--- config.mk ---
export PLATFORM = sky130hd
export DESIGN_NAME = asc_cmd_parser
export DESIGN_NICKNAME = d
export VERILOG_FILES = /design/src/rtl/cmdp_pkg.sv /design/src/rtl/cmdp_fifo.sv /design/src/rtl/cmdp_range.sv /design/src/rtl/cmdp_decoder.sv /design/src/rtl/cmdp_resp.sv /design/src/rtl/asc_cmd_parser.sv
export SDC_FILE = /design/constraint.sdc
export NUM_CORES = 1
export LEC_CHECK = 0
export ABC_CLOCK_PERIOD_IN_PS = 4800
export BUFFER_PORTS_ARGS = -buffer_cell sky130_fd_sc_hd__buf_4
export CORE_AREA = 2 2 126 128
export CTS_CLUSTER_SIZE = 24
export DETAILED_ROUTE_END_ITERATION = 7
export DIE_AREA = 0 0 128 130
export GPL_ROUTABILITY_DRIVEN = 0
export PLACE_DENSITY = 0.75
export SYNTH_ARGS = -nofsm -noshare
export SYNTH_HDL_FRONTEND = slang
export SYNTH_HIERARCHICAL = 1
export SYNTH_SLANG_ARGS = --single-unit
--- constraint.sdc ---
create_clock -name clk_i -period 4.8 [get_ports clk_i]
set_input_delay 0.24 -clock clk_i [delete_from_list [all_inputs] [get_ports clk_i]]
set_output_delay 0.24 -clock clk_i [all_outputs]
set_load 0.05 [all_outputs]
--- src/rtl/cmdp_pkg.sv ---
package cmdp_pkg;
  localparam int NUM_CMDS   = 18;
  localparam int IDX_W      = $clog2(NUM_CMDS);
  localparam int NAME_CHARS = 3;
  localparam int NAME_W     = 8 * NAME_CHARS;

  localparam logic [7:0] CH_CR    = 8'h0D;
  localparam logic [7:0] CH_EQ    = 8'h3D;
  localparam logic [7:0] CH_MINUS = 8'h2D;
  localparam logic [7:0] CH_GT    = 8'h3E;

  typedef enum logic [1:0] {
    RESP_OK      = 2'd0,
    RESP_RANGE   = 2'd1,
    RESP_SYNTAX  = 2'd2,
    RESP_UNKNOWN = 2'd3
  } resp_e;

  typedef struct packed {
    logic             hit;
    logic [IDX_W-1:0] idx;
  } cmd_hit_t;

  // name is right-aligned, earlier letters in higher bytes
  function automatic cmd_hit_t cmd_find(input logic [NAME_W-1:0] nm);
    cmd_hit_t r;
    r.hit = 1'b1;
    r.idx = '0;
    case (nm)
      {16'h0, "G"}: r.idx = IDX_W'(0);
      {16'h0, "J"}: r.idx = IDX_W'(1);
      {16'h0, "K"}: r.idx = IDX_W'(2);
      {16'h0, "L"}: r.idx = IDX_W'(3);
      {16'h0, "O"}: r.idx = IDX_W'(4);
      {16'h0, "P"}: r.idx = IDX_W'(5);
      {16'h0, "I"}: r.idx = IDX_W'(6);
      {16'h0, "M"}: r.idx = IDX_W'(7);
      {16'h0, "S"}: r.idx = IDX_W'(8);
      "CRR":        r.idx = IDX_W'(9);
      "CRG":        r.idx = IDX_W'(10);
      "CRB":        r.idx = IDX_W'(11);
      "CGR":        r.idx = IDX_W'(12);
      "CGG":        r.idx = IDX_W'(13);
      "CGB":        r.idx = IDX_W'(14);
      "CBR":        r.idx = IDX_W'(15);
      "CBG":        r.idx = IDX_W'(16);
      "CBB":        r.idx = IDX_W'(17);
      default:      r.hit = 1'b0;
    endcase
    return r;
  endfunction

  function automatic int cmd_lo(input logic [IDX_W-1:0] idx);
    case (int'(idx))
      0:             return -65;
      1, 2, 3, 4, 5: return 0;
      6, 7:          return 1;
      8:             return 0;
      default:       return -512;
    endcase
  endfunction

  function automatic int cmd_hi(input logic [IDX_W-1:0] idx);
    case (int'(idx))
      0:       return 643;
      1, 2, 3: return 63;
      4, 5:    return 255;
      6:       return 32768;
      7:       return 4;
      8:       return 3;
      default: return 511;
    endcase
  endfunction

  function automatic logic [7:0] resp_char(input resp_e c, input logic [1:0] pos);
    case (pos)
      2'd0: return CH_GT;
      2'd1: begin
        case (c)
          RESP_OK:     return "O";
          RESP_RANGE:  return "1";
          RESP_SYNTAX: return "2";
          default:     return "4";
        endcase
      end
      2'd2:    return (c == RESP_OK) ? 8'h4B : CH_CR;
      default: return CH_CR;
    endcase
  endfunction

  function automatic logic [1:0] resp_last(input resp_e c);
    return (c == RESP_OK) ? 2'd3 : 2'd2;
  endfunction
endpackage

--- src/rtl/cmdp_fifo.sv ---
module cmdp_fifo #(
  parameter int DW    = 8,
  parameter int DEPTH = 4
) (
  input  logic          clk_i,
  input  logic          rst_ni,
  input  logic          in_valid_i,
  input  logic [DW-1:0] in_data_i,
  input  logic          pop_i,
  output logic          out_valid_o,
  output logic [DW-1:0] out_data_o,
  output logic          drop_o
);
  localparam int PTR_W = $clog2(DEPTH);
  localparam int CNT_W = $clog2(DEPTH + 1);

  logic [DW-1:0]    mem_q [DEPTH];
  logic [PTR_W-1:0] wr_ptr_q, rd_ptr_q;
  logic [CNT_W-1:0] cnt_q;
  logic             full, empty, push, pop;

  assign full        = (cnt_q == CNT_W'(DEPTH));
  assign empty       = (cnt_q == '0);
  assign push        = in_valid_i && !full;
  assign pop         = pop_i && !empty;
  assign drop_o      = in_valid_i && full;
  assign out_valid_o = !empty;
  assign out_data_o  = mem_q[rd_ptr_q];

  always_ff @(posedge clk_i or negedge rst_ni) begin
    if (!rst_ni) begin
      wr_ptr_q <= '0;
      rd_ptr_q <= '0;
      cnt_q    <= '0;
    end else begin
      if (push) wr_ptr_q <= (wr_ptr_q == PTR_W'(DEPTH - 1)) ? '0 : wr_ptr_q + 1'b1;
      if (pop)  rd_ptr_q <= (rd_ptr_q == PTR_W'(DEPTH - 1)) ? '0 : rd_ptr_q + 1'b1;
      case ({push, pop})
        2'b10:   cnt_q <= cnt_q + 1'b1;
        2'b01:   cnt_q <= cnt_q - 1'b1;
        default: cnt_q <= cnt_q;
      endcase
    end
  end

  always_ff @(posedge clk_i) begin
    if (push) mem_q[wr_ptr_q] <= in_data_i;
  end
endmodule

--- src/rtl/cmdp_range.sv ---
module cmdp_range
  import cmdp_pkg::*;
#(
  parameter int VAL_W = 17
) (
  input  logic [NAME_W-1:0]      name_i,
  input  logic signed [VAL_W-1:0] val_i,
  input  logic                   sat_i,
  output logic                   hit_o,
  output logic [IDX_W-1:0]       idx_o,
  output logic                   in_range_o
);
  cmd_hit_t lk;

  always_comb begin
    lk         = cmd_find(name_i);
    hit_o      = lk.hit;
    idx_o      = lk.idx;
    in_range_o = !sat_i && (int'(val_i) >= cmd_lo(lk.idx)) && (int'(val_i) <= cmd_hi(lk.idx));
  end
endmodule

--- src/rtl/cmdp_decoder.sv ---
module cmdp_decoder
  import cmdp_pkg::*;
#(
  parameter int VAL_W      = 17,
  parameter int MAX_DIGITS = 6
) (
  input  logic                    clk_i,
  input  logic                    rst_ni,
  input  logic                    byte_valid_i,
  input  logic [7:0]              byte_i,
  input  logic                    drop_i,
  output logic                    done_o,
  output resp_e                   code_o,
  output logic                    wr_en_o,
  output logic [IDX_W-1:0]        wr_idx_o,
  output logic signed [VAL_W-1:0] wr_val_o
);
  localparam int MAG_W = VAL_W - 1;
  localparam int ACC_W = MAG_W + 4;
  localparam int DIG_W = $clog2(MAX_DIGITS + 1);
  localparam int LEN_W = $clog2(NAME_CHARS + 1);

  typedef enum logic [1:0] {PS_NAME, PS_SIGN, PS_NUM} pstate_e;

  pstate_e             st_q, st_d;
  logic [NAME_W-1:0]   name_q, name_d;
  logic [LEN_W-1:0]    len_q, len_d;
  logic                long_q, long_d, syn_q, syn_d, drop_q, drop_d;
  logic                neg_q, neg_d, sat_q, sat_d;
  logic [MAG_W-1:0]    mag_q, mag_d;
  logic [DIG_W-1:0]    ndig_q, ndig_d;
  logic                done_d, wr_en_d;
  resp_e               code_d;
  logic [IDX_W-1:0]    wr_idx_d;
  logic signed [VAL_W-1:0] wr_val_d, sval;
  logic [ACC_W-1:0]    acc_c;
  logic [7:0]          dsub;
  logic                is_upper, is_digit, hit, in_rng, finish;
  logic [IDX_W-1:0]    idx;

  assign is_upper = (byte_i >= "A") && (byte_i <= "Z");
  assign is_digit = (byte_i >= "0") && (byte_i <= "9");
  assign dsub     = byte_i - 8'h30;
  assign acc_c    = ACC_W'(mag_q) * ACC_W'(10) + ACC_W'(dsub[3:0]);
  assign sval     = neg_q ? -$signed({1'b0, mag_q}) : $signed({1'b0, mag_q});

  cmdp_range #(.VAL_W(VAL_W)) range_i (
    .name_i    (name_q),
    .val_i     (sval),
    .sat_i     (sat_q),
    .hit_o     (hit),
    .idx_o     (idx),
    .in_range_o(in_rng)
  );

  always_comb begin
    st_d = st_q; name_d = name_q; len_d = len_q; long_d = long_q;
    syn_d = syn_q; drop_d = drop_q | drop_i; neg_d = neg_q;
    sat_d = sat_q; mag_d = mag_q; ndig_d = ndig_q;
    done_d = 1'b0; wr_en_d = 1'b0; code_d = code_o;
    wr_idx_d = wr_idx_o; wr_val_d = wr_val_o;
    finish = 1'b0;

    if (byte_valid_i) begin
      case (st_q)
        PS_NAME: begin
          if (is_upper) begin
            if (len_q == LEN_W'(NAME_CHARS)) long_d = 1'b1;
            else begin
              name_d = {name_q[NAME_W-9:0], byte_i};
              len_d  = len_q + 1'b1;
            end
          end else if (byte_i == CH_EQ) begin
            if (len_q == '0) syn_d = 1'b1;
            st_d = PS_SIGN;
          end else if (byte_i == CH_CR) begin
            syn_d  = 1'b1;
            finish = 1'b1;
          end else syn_d = 1'b1;
        end
        PS_SIGN, PS_NUM: begin
          if (st_q == PS_SIGN && byte_i == CH_MINUS) begin
            neg_d = 1'b1;
            st_d  = PS_NUM;
          end else if (is_digit) begin
            st_d = PS_NUM;
            if (ndig_q == DIG_W'(MAX_DIGITS)) syn_d = 1'b1;
            else begin
              ndig_d = ndig_q + 1'b1;
              if (sat_q || acc_c[ACC_W-1:MAG_W] != '0) sat_d = 1'b1;
              else mag_d = acc_c[MAG_W-1:0];
            end
          end else if (byte_i == CH_CR) begin
            if (ndig_q == '0) syn_d = 1'b1;
            finish = 1'b1;
          end else begin
            syn_d = 1'b1;
            st_d  = PS_NUM;
          end
        end
        default: st_d = PS_NAME;
      endcase
    end

    if (finish) begin
      done_d = 1'b1;
      if (syn_d || drop_d)      code_d = RESP_SYNTAX;
      else if (!hit || long_q) code_d = RESP_UNKNOWN;
      else if (!in_rng)        code_d = RESP_RANGE;
      else begin
        code_d   = RESP_OK;
        wr_en_d  = 1'b1;
        wr_idx_d = idx;
        wr_val_d = sval;
      end
      st_d = PS_NAME; name_d = '0; len_d = '0; long_d = 1'b0;
      syn_d = 1'b0; drop_d = 1'b0; neg_d = 1'b0; sat_d = 1'b0;
      mag_d = '0; ndig_d = '0;
    end
  end

  always_ff @(posedge clk_i or negedge rst_ni) begin
    if (!rst_ni) begin
      st_q <= PS_NAME; name_q <= '0; len_q <= '0; long_q <= 1'b0;
      syn_q <= 1'b0; drop_q <= 1'b0; neg_q <= 1'b0; sat_q <= 1'b0;
      mag_q <= '0; ndig_q <= '0;
      done_o <= 1'b0; code_o <= RESP_OK; wr_en_o <= 1'b0;
      wr_idx_o <= '0; wr_val_o <= '0;
    end else begin
      st_q <= st_d; name_q <= name_d; len_q <= len_d; long_q <= long_d;
      syn_q <= syn_d; drop_q <= drop_d; neg_q <= neg_d; sat_q <= sat_d;
      mag_q <= mag_d; ndig_q <= ndig_d;
      done_o <= done_d; code_o <= code_d; wr_en_o <= wr_en_d;
      wr_idx_o <= wr_idx_d; wr_val_o <= wr_val_d;
    end
  end
endmodule

--- src/rtl/cmdp_resp.sv ---
module cmdp_resp
  import cmdp_pkg::*;
(
  input  logic       clk_i,
  input  logic       rst_ni,
  input  logic       done_i,
  input  resp_e      code_i,
  output logic       busy_o,
  output logic [7:0] tx_data_o,
  input  logic       tx_ready_i
);
  resp_e      code_q;
  logic [1:0] pos_q;

  assign tx_data_o = resp_char(code_q, pos_q);

  always_ff @(posedge clk_i or negedge rst_ni) begin
    if (!rst_ni) begin
      busy_o <= 1'b0;
      code_q <= RESP_OK;
      pos_q  <= '0;
    end else if (!busy_o) begin
      if (done_i) begin
        busy_o <= 1'b1;
        code_q <= code_i;
        pos_q  <= '0;
      end
    end else if (tx_ready_i) begin
      if (pos_q == resp_last(code_q)) busy_o <= 1'b0;
      else pos_q <= pos_q + 1'b1;
    end
  end
endmodule

--- src/rtl/asc_cmd_parser.sv ---
module asc_cmd_parser
  import cmdp_pkg::*;
#(
  parameter int VAL_W      = 17,
  parameter int MAX_DIGITS = 6,
  parameter int FIFO_DEPTH = 4
) (
  input  logic                    clk_i,
  input  logic                    rst_ni,
  input  logic                    rx_valid_i,
  input  logic [7:0]              rx_data_i,
  output logic                    tx_valid_o,
  output logic [7:0]              tx_data_o,
  input  logic                    tx_ready_i,
  output logic                    wr_en_o,
  output logic [IDX_W-1:0]        wr_idx_o,
  output logic signed [VAL_W-1:0] wr_val_o
);
  logic       fifo_valid, fifo_drop, pop, done, busy;
  logic [7:0] fifo_data;
  resp_e      code;

  // hold parsing from the finishing CR until the reply is done
  assign pop        = fifo_valid && !busy && !done;
  assign tx_valid_o = busy;

  cmdp_fifo #(.DW(8), .DEPTH(FIFO_DEPTH)) fifo_i (
    .clk_i      (clk_i),
    .rst_ni     (rst_ni),
    .in_valid_i (rx_valid_i),
    .in_data_i  (rx_data_i),
    .pop_i      (pop),
    .out_valid_o(fifo_valid),
    .out_data_o (fifo_data),
    .drop_o     (fifo_drop)
  );

  cmdp_decoder #(.VAL_W(VAL_W), .MAX_DIGITS(MAX_DIGITS)) dec_i (
    .clk_i       (clk_i),
    .rst_ni      (rst_ni),
    .byte_valid_i(pop),
    .byte_i      (fifo_data),
    .drop_i      (fifo_drop),
    .done_o      (done),
    .code_o      (code),
    .wr_en_o     (wr_en_o),
    .wr_idx_o    (wr_idx_o),
    .wr_val_o    (wr_val_o)
  );

  cmdp_resp resp_i (
    .clk_i     (clk_i),
    .rst_ni    (rst_ni),
    .done_i    (done),
    .code_i    (code),
    .busy_o    (busy),
    .tx_data_o (tx_data_o),
    .tx_ready_i(tx_ready_i)
  );
endmodule

Yosys cells after proc, flatten, opt, wreduce, memory -nomap -nowiden. Memory sizes are Yosys's and may differ from the RTL's. Cells that the tools add are included.

Multipliers: 1. Order comparisons: 6. Reductions and logical operators: 48. Shift operators: 0. Muxes and demuxes: 96. Bitwise operators: 4. Divide/modulo/power cells: 0. Add/sub/neg operators: 10. Eq/ne operators: 44.

Operators with widths (number): equality test 24 x 23 -> 1 bit, second input constant (9); equality test 24 x 7 -> 1 bit, second input constant (9); two-way mux 24 bit (5); two-way mux 16 bit (7); case mux 5 bit (17 select lines) (1); two-way mux 32 bit (2); two-way mux 1 bit (47); two-way mux 2 bit (20); greater-or-equal comparator 17 x 32 -> 1 bit (1); <= comparator 17 x 32 -> 1 bit (1); case mux 8 bit (3 select lines) (1); case mux 7 bit (3 select lines) (1); adder 20 x 4 -> 20 bit (1); nonzero test 2 bit (10); multiplier 16 x 3 -> 19 bit, second input constant (1); two-way mux 3 bit (6); OR reduction 18 bit (1); two-way mux 17 bit (1); negator 16 -> 17 bit (1); equality test 8 x 6 -> 1 bit, second input constant (2); AND reduction 4 bit (4); equality test 2 bit, second input constant (7); AND reduction 6 bit (2); logical AND 1 bit (10); other kinds (32) (59).

Bits in read-only memories: 672. Latch bits: 0. Bits of input ports: 12. Memory bits (writable): 32. Memories kept: 3. Flip-flop bits (word level): 90. Logic and storage cells: 233.

Memories: (name not given) (words 16, bits a word 31, read ports 1, clocked after memory_dff 0, wr ports 0, line cmdp_pkg.sv:54) `case (int'(idx))`; (name not given) (words 16, bits a word 11, read ports 1, clocked after memory_dff 0, wr ports 0, line cmdp_pkg.sv:64) `case (int'(idx))`; fifo_i.mem_q (words 4, bits a word 8, read ports 1, clocked after memory_dff 0, wr ports 1, line cmdp_fifo.sv:17) `logic [DW-1:0] mem_q [DEPTH];`.

Longest topological paths before layout. Gate-level depths: netlist of the first run. An unclocked memory read counts as a cell.

Depth after elaboration: 12. Depth in mapped cells: 21.

By module. Netlist of the first run, hierarchy kept.

Modules (own cells, without submodules): cmdp_decoder (instances 1, cells each 504, area an instance 4953.5 µm², seq. area each 1951.9 µm²); cmdp_fifo (instances 1, cells each 83, area an instance 1615.3 µm², seq. area each 1136.1 µm²); cmdp_range (instances 1, cells each 163, area an instance 1224.9 µm², seq. area each 0.0 µm²); cmdp_resp (instances 1, cells each 56, area an instance 475.5 µm², seq. area each 125.1 µm²); asc_cmd_parser (instances 1, cells each 1, area an instance 12.5 µm², seq. area each 0.0 µm²).

Worst setup path after synthesis of the first run. Ideal clock, no wire load.

Path type: register to register. Start: register dec_i.name_q[18]. End: register dec_i.wr_idx_o[0]. Period minus slack after synthesis: 4654 ps. Path slack: 146 ps. Library setup time: 125 ps. Stages on the path, launching flop included: 21. Required time: 4675 ps. Arrival time: 4528 ps. Path buffers: 2. Path through: dfrtp_1 or4_4 or2_0 or4_4 o21ba_1 a211o_4 or3_2 inv_2 ha_1 nand2b_1 ha_1 a211o_1 a211oi_1 o21ai_0 o211ai_1 a21oi_1 o211a_1 and3_1 buf_6 buf_6 mux2_4.

Word-level cells in the longest chain between the ends: 8. Elaborated cells between the ends (all ways): 33. Classes of those cells: order compare (2); eq/ne (18); mux (4); bitwise (1); reduce/logical (6); memory (2).

Ends and longest elaborated chain: from (decl) (line cmdp_decoder.sv:26) `logic [NAME_W-1:0] name_q, name_d;`; from (signal assigned) (line cmdp_decoder.sv:130) `st_q <= st_d; name_q <= name_d; len_q <= len_d; long_q <= long_d;`; equality test 24 x 23 -> 1 bit or equality test 24 x 7 -> 1 bit (tied branches) (line cmdp_pkg.sv:29) `case (nm)`; case mux 5 bit (17 select lines) * (line cmdp_pkg.sv:29); via dec_i.idx[2] (line cmdp_decoder.sv:39) `logic [IDX_W-1:0] idx;`; memory read (16 x 31 bit); two-way mux 32 bit (line cmdp_pkg.sv:54); greater-or-equal comparator 17 x 32 -> 1 bit (line cmdp_range.sv:19) `in_range_o = !sat_i && (int'(val_i) >= cmd_lo(lk.idx)) && (int'(val_i) <= cmd_hi(lk.idx));`; logical AND 1 bit (line cmdp_range.sv:19); logical AND 1 bit * (line cmdp_range.sv:19); via dec_i.in_rng (line cmdp_decoder.sv:38) `logic is_upper, is_digit, hit, in_rng, finish;`; AND reduction 4 bit (no source line) *; to (signal assigned) (line cmdp_decoder.sv:134) `wr_idx_o <= wr_idx_d; wr_val_o <= wr_val_d;`; to (decl) (line cmdp_decoder.sv:15) `output logic [IDX_W-1:0] wr_idx_o,`.

Mark *: on every way through the listed nets, which the timed path passes. The rest lies on a longest branch. A chain may end at the register's enable or synchronous reset.

Worst setup path after layout of the first run.
Start: register dec_i.name_q[18]. End: register dec_i.wr_val_o[9].

Word-level cells in the longest chain between the ends: 8. Elaborated cells between the ends (all ways): 33. Classes of those cells: order compare (2); eq/ne (18); mux (4); bitwise (1); reduce/logical (6); memory (2).

Ends and longest elaborated chain: equality test 24 x 23 -> 1 bit or equality test 24 x 7 -> 1 bit (tied branches) (line cmdp_pkg.sv:29); case mux 5 bit (17 select lines) * (line cmdp_pkg.sv:29); via dec_i.idx[2] (line cmdp_decoder.sv:39); memory read (16 x 31 bit); two-way mux 32 bit (line cmdp_pkg.sv:54); greater-or-equal comparator 17 x 32 -> 1 bit (line cmdp_range.sv:19); logical AND 1 bit (line cmdp_range.sv:19); logical AND 1 bit * (line cmdp_range.sv:19); via dec_i.in_rng (line cmdp_decoder.sv:38); AND reduction 4 bit (no source line) *; to (signal assigned) (line cmdp_decoder.sv:134); to (decl) (line cmdp_decoder.sv:16) `output logic signed [VAL_W-1:0] wr_val_o`.

Marks and branches as above.

==> metrics, run 1 <==
Fillers 1275; Starting Density 53.7%; Min Clock Period, post-route 4.68 ns; cell taking the most area after synthesis dfrtp_1; Max-slew headroom 54.4%; status finished clean; drt initial violations 336; #FFs+latches synth 122; Max Root-Sink Buffers 2; largest net degree at the start of global routing 56; GR Overflow Total 0; mapped cell area 8280 sq um; Setup Skew 0.0101 ns; clk_lat worst skew 0.42 ns; I/O Pins 44; Critical Path Sink Type flip-flop; cell count after synthesis 807; Async SR Flop Fraction 73.8%; chip width 128 microns; Tot GR Track Use 21.3%; PwrDens 544 nW/um^2; antenna cell count 0; first-pass GRT wire length 28200 microns; Sink Count 122; DP Cell Count 1031; Commonest cells post-synth 102 x nand2_1, 90 x dfrtp_1, 86 x ha_1; Via Count 6166; Final Hold Fails 0; total power 5170 uW; Slew Viols, Final 0; Synth Net Count 908; wire length per cell 16.2 microns; DRT Pass-1 Iters 5; synth warn 6; antenna viol nets, final 0; CTS tree built; DIE HEIGHT 130 microns; Critical Path AT 4.98 ns; vias in the first global route 5819; Total Routed Length 17200 microns; Main synth FF type dfrtp_1; critical setup path kind reg2reg; EDFF count, synth 32; die area 16600 sq um; Tightest Pin Transition 0.684 ns; Worst VDD drop 0.000682 V; layout cells sized above 1 18.6%; H-tree depth 4; initial antenna violation count 0; Hold WC Path Type in2reg; CTS clock-pin slew for the worst setup and hold paths 0.06 ns; top-count cell post-synth nand2_1; CP max FO 11; Placement Rows 46; Max Clk Rate 214 MHz; Post-route DRC 0; Synth cell types 88; CP Launch Type flip-flop; Yosys top cell area share 27.2%; Syn Area/Cell 10.3 sq um; Root Buffer clkbuf_16; Tcrit/Tclk final 97.5%; TritonCTS Buffers 17; vias per cell 5.78; I/O Buffers 42; setup TNS 0 ns; final hold slack 0.0228 ns; Final Net Count 963; core footprint 15400 sq um; register area share after synthesis 38.8%; DPL Wire Length 12400 microns; top cells by area, synth dfrtp_1 27%, ha_1 13%, edfxtp_1 12%; Post-Layout Cell Count 1067; Critical Path RT 5.10 ns; R2R setup slack 0.12 ns; maxcap violations 0; Static Leak 0.00442 uW; Layout area overhead 14.7%; setup violators final 0
[report_power, final]
part | internal (uW) | switching (uW) | total [uW]
Clock | 722 | 502 | 1220
Sequential | 1290 | 261 | 1550
Combinational | 1020 | 1380 | 2390
Total | 3030 | 2140 | 5170
[metal layers]
metal | vias to the layer above | track usage, % | part of all wire (%)
li1 | 3024 | - | -
met1 | 2972 | 27.6 | 46
met2 | 142 | 36.3 | 49
met3 | 28 | 3.94 | 3.5
met4 | 0 | 7.18 | 1.4
met5 | - | 0 | 0
[cell usage in the layout, fill, tap and decap left out, drive strengths merged, types with 4 or more instances in the layout]
| cell type | instances |
|---|---|
| ha | 86 |
| mux4 | 8 |
| o211ai | 7 |
| o21ai | 26 |
| nand3 | 16 |
| a211oi | 8 |
| inv | 45 |
| buf | 58 |
| and2 | 6 |
| nor4b | 4 |
| o31ai | 6 |
| dfrtp | 90 |
| clkinv | 6 |
| or3 | 13 |
| nor2b | 13 |
| nand4 | 9 |
| nor2 | 51 |
| mux2i | 21 |
| xnor2 | 32 |
| edfxtp | 32 |
| and3 | 12 |
| a21o | 10 |
| nand2b | 13 |
| or4 | 5 |
| or2 | 7 |
| a21oi | 51 |
| nor3 | 10 |
| clkbuf | 19 |
| nand2 | 103 |
| nor4 | 9 |
| xor2 | 9 |
| mux2 | 29 |
[cell families after synthesis]
kind of cell / count (synthesis) / share of synthesized area, %
AOI/OAI and AO/OA: 145 / 12.0
xor gates and xnor gates: 41 / 4.34
adders and majority gates: 89 / 13.7
buffers and inverters: 64 / 3.37
DFF: 122 / 38.8
muxes: 58 / 9.81
other: 1 / 0.0453
and+or+nand+nor: 287 / 18.0
[worst max-delay path, stage by stage (launching register included)]
cell	delay (ns)
dfrtp_1	0.38
or4_4	0.55
or2_1	0.24
or4_4	0.48
o21ba_4	0.25
a211o_4	0.09
or3_4	0.14
inv_2	0.03
ha_1	0.17
nand2b_1	0.13
ha_1	0.26
a211o_1	0.31
a211oi_2	0.24
o21ai_1	0.14
o211ai_1	0.12
a21oi_1	0.11
o211a_1	0.25
and3_4	0.18
clkbuf_16	0.18
mux2_4	0.30
[state kept, by name, summed over array words and instances, names as in the netlist]
signal and count:
fifo_i/mem_q 32, dec_i/name_q 24, dec_i/wr_val_o 17, dec_i/mag_q 16, dec_i/wr_idx_o 5, dec_i/ndig_q 3, fifo_i/cnt_q 3, dec_i/code_o 2
dec_i/len_q 2, dec_i/st_q 2, fifo_i/rd_ptr_q 2, fifo_i/wr_ptr_q 2, resp_i/code_q 2, resp_i/pos_q 2, dec_i/done_o 1, dec_i/drop_q 1
dec_i/long_q 1, dec_i/neg_q 1, dec_i/sat_q 1, dec_i/syn_q 1, dec_i/wr_en_o 1, resp_i/busy_o 1
[timing repair]
item / CTS / global route
cloned: 0 / 1
endpoints found under the setup margin: 22 / 22
pin swaps: 0 / 2
resized for setup: 4 / 9
hold buffers: 1 / 0
setup buffers: 0 / 2
endpoints found under the hold margin: 35 / 0
[final cells by class]
| class | count | area (sq um) | area share, % |
|---|---|---|---|
| flip-flops and latches | 122 | 3210 | 33.8 |
| clock buffers | 18 | 429 | 4.52 |
| repair buffers | 60 | 487 | 5.13 |
| multi-input cells | 621 | 4840 | 51.0 |
| inverters | 40 | 150 | 1.58 |
| clock inverters | 14 | 136 | 1.44 |
| well taps | 192 | 240 | 2.53 |
[stage by stage]
stage	instance area (sq um)	util [%]	worst slack [ns]
6_report	9500	61.6	0.119
5_1_grt	9500	61.6	-0.0432
4_1_cts	9410	61.0	0.0164
3_5_place_dp	8830	57.2	-0.0123
3_3_place_gp	8830	57.2	0.0809
2_1_floorplan	8280	-	0.146
[final timing paths]
kind	depth (start not counted)	endpoint	start
setup / recovery	19	dec_i/wr_val_o[9]	dec_i/name_q[18]
hold / removal	1	fifo_i/mem_q[3][4]	rx_data_i[4]
setup reg to reg	19	dec_i/wr_val_o[9]	dec_i/name_q[18]
hold reg to reg	2	dec_i/drop_q	dec_i/drop_q
max in group asynchronous	3	dec_i/name_q[3]	rst_ni
min in group asynchronous	2	dec_i/wr_val_o[13]	rst_ni
Note: power is estimated with default switching activity, not from simulation.
==> run 2: changes to the inputs <==
Settings changed: CORE_AREA 2 2 126 128 to 2 2 104 156, DIE_AREA 0 0 128 130 to 0 0 106 158, PLACE_DENSITY 0.75 to 0.74.
==> run 2 against run 1 <==
  * Worst setup slack gained 0.056 ns
  * Critical path depth is the same
  * Fmax grew 1.2%
  * Sequential power is essentially flat
  * Total power shrank 1.1%
  * Design area shrank 0.18%
  * Routed wire length shrank 2.0%
  * Global-route usage grew 0.40 points
  * Critical path type unchanged
==> metrics, run 2 (synthesis results as in run 1) <==
Worst VDD drop 0.000503 V (-26%); most frequent cells in the layout 102 x nand2_1, 90 x dfrtp_1, 86 x ha_1; CP max FO 19 (+8); Sw Share 40.4% (-0.97 points); Critical Path Sink Type flip-flop; Starting Density 53.5% (-0.21 points); Tot GR Track Use 21.7% (+0.40 points); Post-route DRC 0 (unchanged); R2R setup slack 0.18 ns (+0.06 ns); reg2reg start dec_i/name_q[8]; FF-to-FF End dec_i/wr_val_o[4]; CTS clock-pin slew for the worst setup and hold paths 0.06 ns (about the same); final hold slack 0.0194 ns (-0.00344 ns); clk_lat worst skew 0.43 ns (about the same); hold depth 1 (unchanged); status finished clean; TritonCTS Buffers 17 (unchanged); Layout area overhead 14.4%; vias in the first global route 6141 (+5.5%); Total Routed Length 16900 microns (-2.0%); Min Clock Period, post-route 4.62 ns (-0.0565 ns); CP delay by family, top simple AND/OR/NAND/NOR gates; Core Util, Final 61.2% (-0.35 points); Max-slew headroom 49.1% (-5.3 points); CP Launch Type flip-flop; Final Hold Fails 0 (unchanged); GR Overflow Total 0 (unchanged); I/O Buffers 42 (unchanged); clock share of power 23.6% (about the same); R2R cell count 19 (unchanged); H-tree depth 4 (unchanged); wire length per cell 15.6 microns (-3.2%); max reg flops 32 (unchanged); die area 16700 sq um (+0.65%); DRT Pass-1 Iters 4 (-1); PwrDens 539 nW/um^2 (-0.91%); largest net degree at the start of global routing 56 (unchanged); Max Root-Sink Buffers 2 (unchanged); Biggest register fifo_i/mem_q; initial antenna violation count 0 (unchanged); Hold Startpoint rx_data_i[2]; # Post-CTS Setup Buffers 0 (unchanged); I/O Pins 44 (unchanged); Sink Count 122 (unchanged); Seq pwr share 30.4% (+0.4 points); most common cell after layout, fill and taps aside nand2_1; DPL Wire Length 12500 microns (+0.67%); chip width 106 microns (-17%); Critical Path, Cell by Cell or2_2 -> or3_1 -> or4_4 -> o21ba_1 -> a211o_4 -> or3_2 -> inv_2 -> ha_1 -> nand2b_2 -> ha_1 -> a211o_1 -> a211oi_1 -> o21ai_0 -> o211ai_1 -> a21oi_1 -> o211a_1 -> and3_1 -> buf_12 -> mux2_4; Final Net Count 966 (+0.31%); CP peak stage delay 0.55 ns (about the same); drt initial violations 310 (-7.7%); buffer and inverter count on the worst path 2 (unchanged); Max Clk Rate 216 MHz (+1.2%); Via Count 6141 (-0.41%); vias per cell 5.68 (-1.7%); CTS tree built; combinational share of power 46.0% (-0.3 points); Placement Rows 56 (+22%); setup violators final 0 (unchanged); Worst Hold End fifo_i/mem_q[3][2]; critical path's slowest cell or4_4; Slew Viols, Final 0 (unchanged); Critical Path RT 5.10 ns (about the same); antenna viol nets, final 0 (unchanged); first-pass GRT wire length 28800 microns (+2.2%); maxcap violations 0 (unchanged); critical setup path kind reg2reg; Critical Path AT 4.93 ns (-0.05 ns); Worst path most repeated cell ha_1; Root Buffer clkbuf_16; internal power 3050 uW (+0.54%); Setup Skew 0.0112 ns (+0.00111 ns); core footprint 15500 sq um (+0.39%); Hold WC Path Type in2reg; Tcrit/Tclk final 96.3% (-1.2 points); Tightest Pin Transition 0.753 ns (+0.0696 ns); antenna cell count 0 (unchanged); top flop regs fifo_i/mem_q: 32 flops, dec_i/name_q: 24 flops, dec_i/wr_val_o: 17 flops; layout cells sized above 1 18.1% (-0.52 points); net switching power 2070 uW (-3.4%); Static Leak 0.00444 uW (+0.36%); DIE HEIGHT 158 microns (+22%)
## run 2: changes by cell type in the layout (fill, tap and decap cells not counted), moves of 2 or more
cell           delta
dlygate4sd3_1     +2
clkinv_1          +2
clkinv_2          +2
inv_6             -4
buf_4             +3
## run 2: how the worst max path moves through the flow
stage / start / slack (ns) / depth (start not counted) / end
after CTS: dec_i/name_q[18] / 0.02 / 19 / dec_i/wr_val_o[4]
final: dec_i/name_q[8] / 0.18 / 19 / dec_i/wr_val_o[4]
after global placement: dec_i/name_q[18] / 0.09 / 19 / dec_i/wr_idx_o[4]
after floorplan: dec_i/name_q[18] / 0.15 / 20 / dec_i/wr_idx_o[0]
after detailed placement: dec_i/name_q[18] / -0.003 / 19 / dec_i/wr_val_o[4]
after global routing: dec_i/name_q[18] / -0.001 / 19 / dec_i/wr_val_o[9]
## run 2: power by group through the flow
stage,sequential (uW),clock [uW],combinational [uW]
finish,1560,1200,2350
floorplan,1470,0,1870
global route,1600,1280,2630
CTS,1560,1230,2350
detailed placement,1580,0,2320
global placement,1570,0,2270
## run 2: cell type report
| type | count | area [sq um] |
|---|---|---|
| clock buffer | 19 | 433 |
| inverter | 40 | 150 |
| clock inverter | 13 | 129 |
| tap | 203 | 254 |
| fill | 1301 | 6010 |
| sequential | 122 | 3210 |
| multi-input combinational | 621 | 4810 |
| timing repair buffer | 63 | 493 |
## run 2: through the flow
step | total power (uW) | instance area [sq um] | cells | setup TNS, ns | setup WS (ns)
6_report | 5110 | 9480 | 1081 | 0 | 0.176
4_1_cts | 5140 | 9470 | 1081 | 0 | 0.0154
5_1_grt | 5510 | 9480 | 1081 | -0.00294 | -0.00118
3_3_place_gp | 3840 | 8870 | 1046 | 0 | 0.0860
3_5_place_dp | 3900 | 8870 | 1046 | -0.00308 | -0.00308
2_1_floorplan | 3340 | 8280 | 807 | 0 | 0.146
## run 2: what timing repair did
item,4_1_cts,5_1_grt
pin swaps,0,1
endpoints found under the hold margin,42,0
hold buffers,3,0
setup endpoints to repair,22,22
resized for setup,1,3
## run 2: routing by layer
metal | vias up | GRT usage (%) | share of wire, %
met1 | 2954 | 25.3 | 42
met3 | 43 | 3.58 | 2.8
met5 | - | 0 | 0
met4 | 0 | 10.9 | 2.9
li1 | 3033 | - | -
met2 | 111 | 38.6 | 53
## run 2: worst reg2reg max path, cell delays in order, from the launching register on
cell	delay (ns)
dfrtp_1	0.41
or2_2	0.35
or3_1	0.34
or4_4	0.55
o21ba_1	0.26
a211o_4	0.10
or3_2	0.12
inv_2	0.03
ha_1	0.18
nand2b_2	0.14
ha_1	0.27
a211o_1	0.29
a211oi_1	0.21
o21ai_0	0.12
o211ai_1	0.10
a21oi_1	0.11
o211a_1	0.24
and3_1	0.19
buf_12	0.18
mux2_4	0.31
==> run 3: changes to the inputs <==
Settings changed: ABC_CLOCK_PERIOD_IN_PS 4800 to 4600, PLACE_DENSITY 0.74 to 0.71.
Clock period 4.8 ns to 4.6 ns, I/O delays scaled along.
==> run 3 against run 2 <==
  * Register-to-register slack worse by 0.08 ns
  * Clock skew is 0.0053 ns lower
  * Cell count is 1.4% higher
  * First-iteration DRC count is 16% lower
  * Design area is 4.0% higher
  * Fmax is 2.7% higher
  * Total power is 12% higher
  * Non-clock buffer count is 15 higher
==> metrics, run 3 (synthesis results as in run 1) <==
status finished clean; CTS tree built; core footprint 15500 sq um (unchanged); TritonCTS Buffers 17 (unchanged); cell area after layout 9850 sq um (+4.0%); total power 5710 uW (+12%); Min Clock Period, post-route 4.50 ns (-0.120 ns); DRT Pass-1 Iters 5 (+1); Tightest Pin Transition 0.780 ns (+0.0265 ns); Tcrit/Tclk final 97.9% (+1.6 points); Hold Startpoint tx_ready_i; CTS clock-pin slew for the worst setup and hold paths 0.06 ns (about the same); R2R setup slack 0.1 ns (-0.08 ns); chip width 106 microns (unchanged); I/O Pins 44 (unchanged); top flop regs fifo_i/mem_q: 32 flops, dec_i/name_q: 24 flops, dec_i/wr_val_o: 17 flops; Critical Path RT 4.90 ns (-0.20 ns); Static Leak 0.00454 uW (+2.3%); most common cell after layout, fill and taps aside nand2_1; Post-route DRC 0 (unchanged); Starting Density 53.5% (unchanged); drt initial violations 260 (-16%); R2R cell count 18 (-1); vias in the first global route 6667 (+8.6%); Critical Path Sink Type flip-flop; Final Net Count 981 (+1.6%); GRT met2 Usage 43.7% (+5.2 points); maxcap violations 0 (unchanged); antenna viol nets, final 0 (unchanged); I/O Buffers 42 (unchanged); layout cells sized above 1 20.7% (+2.6 points); Slew Viols, Final 0 (unchanged); wire length per cell 17.0 microns (+8.8%); Worst VDD drop 0.000416 V (-17%); Sink Count 122 (unchanged); GR Overflow Total 0 (unchanged); antenna cell count 0 (unchanged); reg2reg start dec_i/name_q[18]; critical setup path kind reg2reg; Fillers 1212 (-6.8%); CP max FO 6 (-13); DPL Wire Length 13500 microns (+8.0%); Worst Hold End resp_i/busy_o; max reg flops 32 (unchanged); largest net degree at the start of global routing 61 (+8.9%); Final Hold Fails 0 (unchanged); Layout area overhead 19.0%; hold depth 2 (+1); first-pass GRT wire length 31100 microns (+8.2%); H-tree depth 4 (unchanged); met1 usage 25.1% (-0.17 points); DIE HEIGHT 158 microns (unchanged); Hold WC Path Type in2reg; Biggest register fifo_i/mem_q; dpl cell area 8900 sq um (+0.25%); FF-to-FF End dec_i/wr_val_o[8]; vias per cell 5.79 (+1.9%); die area 16700 sq um (unchanged); met3 usage 4.32% (+0.74 points); busiest grt layer met2; Max Clk Rate 222 MHz (+2.7%); Via Count 6345 (+3.3%); PwrDens 580 nW/um^2 (+7.5%); most frequent cells in the layout 102 x nand2_1, 90 x dfrtp_1, 80 x ha_1; Total Routed Length 18600 microns (+10%); CP Launch Type flip-flop; Critical Path AT 4.81 ns (-0.12 ns); Setup Skew 0.00592 ns (-0.00532 ns); Placement Rows 56 (unchanged); Tot GR Track Use 23.4% (+1.7 points); Root Buffer clkbuf_16; Max-slew headroom 47.3% (-1.8 points); clk_lat worst skew 0.42 ns (about the same); Max Root-Sink Buffers 2 (unchanged); initial antenna violation count 0 (unchanged); setup violators final 0 (unchanged)
run 3: metal layers:
metal	up-vias	part of all wire, %
met5	-	0
met4	0	3.5
met3	51	3.3
met2	143	55
met1	3086	38
li1	3065	-
run 3: final cells by class:
| cell class | instances | area, sq um | share of cell area [%] |
|---|---|---|---|
| multi-input cells | 621 | 4930 | 50.0 |
| flip-flops and latches | 122 | 3210 | 32.6 |
| repair buffers | 78 | 677 | 6.87 |
| inverters | 40 | 150 | 1.52 |
| clock inverters | 11 | 129 | 1.31 |
| well taps | 203 | 254 | 2.58 |
| clock buffers | 21 | 503 | 5.10 |
run 3: report_power, final:
group / total, uW / internal [uW] / switching, uW
logic: 2690 / 1160 / 1520
registers: 1630 / 1350 / 288
clock network: 1390 / 895 / 498
run 3: how the worst max path moves through the flow:
stage / startpoint / end / slack (ns) / cells past startpoint
2_1_floorplan: dec_i/name_q[18] / dec_i/wr_idx_o[0] / 0.02 / 19
3_3_place_gp: dec_i/name_q[18] / dec_i/wr_val_o[14] / 0.007 / 19
3_5_place_dp: dec_i/name_q[18] / dec_i/wr_val_o[13] / -0.15 / 19
4_1_cts: dec_i/name_q[18] / dec_i/wr_val_o[9] / 0.002 / 19
5_1_grt: dec_i/name_q[18] / dec_i/wr_val_o[3] / -0.04 / 19
6_report: dec_i/name_q[18] / dec_i/wr_val_o[8] / 0.1 / 18
run 3: timing repair:
item	in CTS	in global routing
endpoints found under the hold margin	62	0
hold buffers	9	0
gates cloned	1	1
resized for setup	11	21
setup buffers	1	4
endpoints found under the setup margin	22	22
pin swaps	2	13
run 3: critical path, stage by stage, from the launching register on:
cell and delay, ns:
dfrtp_1 0.38, or4_4 0.53, or2_4 0.26, or4_4 0.53, o21ba_4 0.24, a211o_4 0.10, buf_6 0.11, nand3_1 0.06
a21oi_1 0.29, ha_1 0.32, a21o_1 0.16, a21o_1 0.16, a21oi_1 0.16, o211ai_1 0.11, nand2_1 0.08, o211a_1 0.16
and3_4 0.25, clkbuf_16 0.18, mux2_4 0.29
run 3: per-stage QoR:
stage / hold WS, ns / setup slack (ns) / setup TNS (ns) / utilization, % / instances
global route: 0.0802 / -0.0363 / -0.466 / 63.6 / 1096
floorplan: -0.0656 / 0.0216 / 0 / - / 807
global placement: 0.174 / 0.00704 / 0 / 57.4 / 1048
finish: 0.0780 / 0.0956 / 0 / 63.6 / 1096
CTS: 0.0623 / 0.00215 / 0 / 62.6 / 1091
detailed placement: 0.180 / -0.153 / -2.44 / 57.4 / 1048
